**config.mk**
```make
export PLATFORM = sky130hd
export DESIGN_NAME = fcrc_unit
export DESIGN_NICKNAME = d
export VERILOG_FILES = /design/src/rtl/fcrc_pkg.sv /design/src/rtl/fcrc_mode_dec.sv /design/src/rtl/fcrc_span.sv /design/src/rtl/fcrc_serial.sv /design/src/rtl/fcrc_unit.sv
export SDC_FILE = /design/constraint.sdc
export NUM_CORES = 1
export LEC_CHECK = 0
export BUFFER_PORTS_ARGS = -buffer_cell sky130_fd_sc_hd__buf_4
export CAP_MARGIN = 10
export CORE_MARGIN = 1.5
export CORE_UTILIZATION = 55
export CTS_BUF_LIST = sky130_fd_sc_hd__clkbuf_2
export DETAILED_ROUTE_END_ITERATION = 12
export GPL_TIMING_DRIVEN = 0
export PLACE_DENSITY = 0.83
export SYNTH_ARGS = -nofsm -noshare
export SYNTH_HDL_FRONTEND = slang
export SYNTH_SLANG_ARGS = --single-unit
```
**constraint.sdc**
```tcl
create_clock -name clk_i -period 10.6 [get_ports clk_i]
set_input_delay 1.59 -clock clk_i [delete_from_list [all_inputs] [get_ports clk_i]]
set_output_delay 1.59 -clock clk_i [all_outputs]
set_load 0.01 [all_outputs]
```
**src/rtl/fcrc_pkg.sv**
```systemverilog
package fcrc_pkg;
  localparam int FRAME_W = 32;
  localparam int CRC_W   = 3;
  localparam int POS_W   = $clog2(FRAME_W);

  typedef enum logic [1:0] {
    MODE_OOF = 2'b00,
    MODE_IFC = 2'b01,
    MODE_IFR = 2'b10,
    MODE_BAD = 2'b11
  } crc_mode_e;

  // x^3 + x + 1, top term implicit
  localparam logic [CRC_W-1:0] POLY     = 3'b011;
  localparam logic [CRC_W-1:0] SEED_OOF = 3'b101;
  localparam logic [CRC_W-1:0] SEED_IF  = 3'b111;

  typedef struct packed {
    logic             vld;
    logic [CRC_W-1:0] seed;
    logic [POS_W-1:0] hi;
    logic [POS_W-1:0] lo;
    logic [POS_W-1:0] fld_lo;
  } mode_cfg_t;

  function automatic logic [CRC_W-1:0] crc_step(logic [CRC_W-1:0] r, logic b);
    return {r[CRC_W-2:0], b} ^ (r[CRC_W-1] ? POLY : '0);
  endfunction
endpackage

```
**src/rtl/fcrc_mode_dec.sv**
```systemverilog
module fcrc_mode_dec
  import fcrc_pkg::*;
(
  input  logic [1:0] mode_i,
  output mode_cfg_t  cfg_o
);
  always_comb begin
    cfg_o = '0;
    unique case (crc_mode_e'(mode_i))
      MODE_OOF: cfg_o = '{vld: 1'b1, seed: SEED_OOF, hi: POS_W'(31), lo: POS_W'(3), fld_lo: POS_W'(0)};
      MODE_IFC: cfg_o = '{vld: 1'b1, seed: SEED_IF,  hi: POS_W'(31), lo: POS_W'(5), fld_lo: POS_W'(2)};
      MODE_IFR: cfg_o = '{vld: 1'b1, seed: SEED_IF,  hi: POS_W'(26), lo: POS_W'(3), fld_lo: POS_W'(0)};
      default:  cfg_o = '0;
    endcase
  end
endmodule

```
**src/rtl/fcrc_span.sv**
```systemverilog
module fcrc_span
  import fcrc_pkg::*;
#(
  parameter int FW = FRAME_W,
  parameter int CW = CRC_W,
  localparam int PW = $clog2(FW)
) (
  input  logic [FW-1:0] frame_i,
  input  logic [CW-1:0] seed_i,
  input  logic [PW-1:0] hi_i,
  input  logic [PW-1:0] lo_i,
  input  logic [PW-1:0] fld_lo_i,
  output logic [CW-1:0] crc_o,
  output logic [CW-1:0] syn_o
);
  logic [CW-1:0] st  [FW+1];
  logic [CW-1:0] aug [CW+1];
  logic [CW-1:0] chk [CW+1];
  logic [FW-1:0] shifted;
  logic [CW-1:0] rx;

  assign st[0] = seed_i;

  for (genvar k = 0; k < FW; k++) begin : g_bit
    localparam logic [PW-1:0] P = PW'(FW-1-k);
    assign st[k+1] = (P <= hi_i && P >= lo_i) ? crc_step(st[k], frame_i[FW-1-k]) : st[k];
  end

  assign shifted = frame_i >> fld_lo_i;
  assign rx      = shifted[CW-1:0];
  assign aug[0]  = st[FW];
  assign chk[0]  = st[FW];

  for (genvar j = 0; j < CW; j++) begin : g_tail
    assign aug[j+1] = crc_step(aug[j], 1'b0);
    assign chk[j+1] = crc_step(chk[j], rx[CW-1-j]);
  end

  assign crc_o = aug[CW];
  assign syn_o = chk[CW];
endmodule

```
**src/rtl/fcrc_serial.sv**
```systemverilog
module fcrc_serial
  import fcrc_pkg::*;
#(
  parameter int CW = CRC_W
) (
  input  logic          clk_i,
  input  logic          rst_ni,
  input  logic          start_i,
  input  logic          valid_i,
  input  logic          bit_i,
  input  logic [CW-1:0] seed_i,
  output logic [CW-1:0] state_o
);
  always_ff @(posedge clk_i or negedge rst_ni) begin
    if (!rst_ni)      state_o <= '0;
    else if (start_i) state_o <= seed_i;
    else if (valid_i) state_o <= crc_step(state_o, bit_i);
  end
endmodule

```
**src/rtl/fcrc_unit.sv**
```systemverilog
module fcrc_unit
  import fcrc_pkg::*;
(
  input  logic               clk_i,
  input  logic               rst_ni,
  input  logic [1:0]         mode_i,
  input  logic [FRAME_W-1:0] frame_i,
  output logic [CRC_W-1:0]   crc_o,
  output logic               crc_ok_o,
  input  logic               ser_start_i,
  input  logic               ser_valid_i,
  input  logic               ser_bit_i,
  output logic [CRC_W-1:0]   ser_crc_o
);
  mode_cfg_t        cfg;
  logic [CRC_W-1:0] gen_crc;
  logic [CRC_W-1:0] syn;

  fcrc_mode_dec u_dec (
    .mode_i (mode_i),
    .cfg_o  (cfg)
  );

  fcrc_span #(.FW(FRAME_W), .CW(CRC_W)) u_span (
    .frame_i  (frame_i),
    .seed_i   (cfg.seed),
    .hi_i     (cfg.hi),
    .lo_i     (cfg.lo),
    .fld_lo_i (cfg.fld_lo),
    .crc_o    (gen_crc),
    .syn_o    (syn)
  );

  fcrc_serial #(.CW(CRC_W)) u_ser (
    .clk_i   (clk_i),
    .rst_ni  (rst_ni),
    .start_i (ser_start_i),
    .valid_i (ser_valid_i),
    .bit_i   (ser_bit_i),
    .seed_i  (cfg.seed),
    .state_o (ser_crc_o)
  );

  assign crc_o    = cfg.vld ? gen_crc : '0;
  assign crc_ok_o = cfg.vld && (syn == '0);
endmodule

```
==> impl_metrics.toml <==
[status]
status = "complete, no violations"

[power]
power.density_nw_per_um2 = 317
ir_worst_vdd_mv = 0.192
p_leak_uw = 0.000986

[synthesis]
netlist_area_um2 = 1820
synth_top_flop_cell = "dfrtp_1"
synth_fp_nets = 270
synth_top_family_by_area = "XOR/XNOR gates"
synthXorXnorAreaFrac = 0.330
synth_area_leader_cell = "xnor2_1"
synth_seq_area_share = 0.0414
synth_mux_area_frac = 0.0813
netlist.area_leader.share = 0.159
synthSimpleGateAreaFrac = 0.218
synth_adder_area_share = 0.0345
syn_avg_cell_area_um2 = 8.03
synth_compound_area_frac = 0.256
async_flop_share = 1.00
synth_seq_cells = 3
netlist-cell-type-count = 63
synth_warnings = 0
synthTopCellsByArea = "xnor2_1, xor2_1, mux2i_1, dfrtp_1, nor2_1"
synth_edf_count = 0
synthCells = 226

[worst_setup_path]
cp_max_fo = 10
cp.arrival_ps = 7350
reg2reg_depth = 4
required_ps = 9010
path_class = "in -> out"
startpoint = "mode_i[1]"
cp-end-kind = "output port"
timing.rr.start = "u_ser.state_o[2]"
r2r_slack_ps = 9680
worst_setup_path_start_kind = "input pin"
timing.rr.end = "u_ser.state_o[0]"

[timing]
rsz0062_at_grt = "no"
setup_slack_ps = 1660
setup_viol = 0
drv_slew = 0
max_freq_mhz = 112
maxSlewHeadroom = 0.450
holdWs_ps = 609
finClkSkew_ps = 1.08
min_period_ps = 8940
fin_tns_setup_ps = 0
hold_viol = 0
fin_crit_sh = 0.843
tightest_slew_ps = 822

[routing]
wirelength_mm = 4.15
drt-vias-per-instance = 5.62
routed.top_layer = "met4"
drt_iter0_markers = 101
routedWlPerCell_um = 13.1
drcViolationCount = 0
wl_met2_mm = 2.08
vias = 1783
wl_met1_mm = 1.84
dr_wl_met3_um = 227
postRouteAntennaNets = 0
dr.pass1.iters = 4

[global_routing]
grt.total_usage = 0.234
grt_pass1_vias = 1580
grt_max_degree = 11
overflow = 0
antenna_found_initial = 0
grt_pass1_wl_mm = 6.61

[cts]
cts-root-buf = "clkbuf_2"
clkTransAtPathRegs_ps = 40
cts_resized = 0
postCtsHoldBufs = 0
cts_buffer_depth = 2
numCtsBuffers = 3
cts_tree = "yes"
h-tree-depth = 1
clkLatencyLatePin_ps = 210
cts_sinks = 3
postCtsSetupRepairBufs = 0

[final_layout]
nNetsFinal = 318
top_regs = "u_ser.state_o (3)"
drive_gt1_frac = 0.245
largest_reg_flops = 3
layout_common_cells = "buf_4, xnor2_1, nor2_1, nand2_1, xor2_1"
final_common_cell = "buf_4"
largest_register = "u_ser.state_o"
final_core_util = 0.713
insertedDiodeCount = 0
final_cell_area_um2 = 2210
area_growth_pct = 21.9

[floorplanning]
start_util = 0.585
core_um2 = 3100
pin_count = 46
die_area_um2 = 3650
die_h_um = 60.5
fp-row-count = 20
die_w_um = 60.5

[place]
port_buffers = 43
gp_congestion = 0.807
placed_area_um2 = 2190
dp_slack_ps = 1720
place_hpwl_mm = 3.39

[min_path]
hold_class = "reg -> reg"
hold_depth = 2
min_from = "u_ser.state_o[1]"
holdPathEnd = "u_ser.state_o[1]"

[run]
maxCapViolations = 0
[metrics by stage]
stage                     std cells  power (uW)
after CTS                       317         705
after floorplan                 226         556
after detailed placement        313         685
after global routing            317         767
final                           317         703
after global placement          313         673
[cell usage after synthesis (4+ instances only)]
master and n:
xor2_1 13, clkbuf_1 4, mux2i_1 11, inv_1 5
xnor2_1 33, ha_1 5, nor3_1 8, nor2_1 19
o21ai_0 12, nand3_1 7, nand2_1 16, a21oi_1 10
[how the worst max path moves through the flow]
stage | to | slack [ps] | cells after the start
3_3_place_gp | crc_ok_o | 1800 | 23
4_1_cts | crc_ok_o | 1680 | 23
6_report | crc_ok_o | 1660 | 23
5_1_grt | crc_o[1] | 1350 | 23
2_1_floorplan | crc_o[1] | 2440 | 21
3_5_place_dp | crc_ok_o | 1720 | 23
[routing by layer]
metal / GRT usage / up-vias
met2: 0.436 / 56
met5: 0 / -
met4: 0.0435 / 0
met1: 0.297 / 804
met3: 0.0171 / 2
li1: - / 921
[logic make-up after synthesis]
family,after synthesis
AO/OA/AOI/OAI,60
XOR/XNOR,55
flip-flops,3
buffers and inverters,14
multiplexers,14
AND/OR/NAND/NOR,75
adder cells (fa/ha/maj),5
[worst max-delay path: stages]
cell and delay [ps]:
buf_4 100, buf_2 200, inv_1 130, ha_1 300, buf_6 140, xor3_1 360, nand2_1 90, a211oi_4 300
xnor2_2 190, and3b_1 220, a2111o_1 410, or3_1 420, xnor2_2 290, mux2_2 410, nor4b_1 460, a2111oi_0 170
a211oi_2 520, xnor2_1 150, xnor2_1 180, a21o_1 210, and3_1 140, o211a_1 220, buf_4 140
[final cells by class]
cell class	instances	area [um^2]
Inverter	5	18.8
Buffer	9	51.3
Tap cell	44	55.1
Clock buffer	4	20.0
Sequential cell	3	75.1
Fill cell	293	890
Multi-Input combinational cell	209	1670
Timing Repair Buffer	43	323
[where the power goes]
group          internal, uW  leakage, uW  switching, uW  total (uW)
Sequential             12.9    0.0000347           1.36        14.2
Combinational           352     0.000935            320         672
Clock                  9.95    0.0000166           6.21        16.2
Total                   375     0.000986            328         703
(Power assumes the default switching activity.)
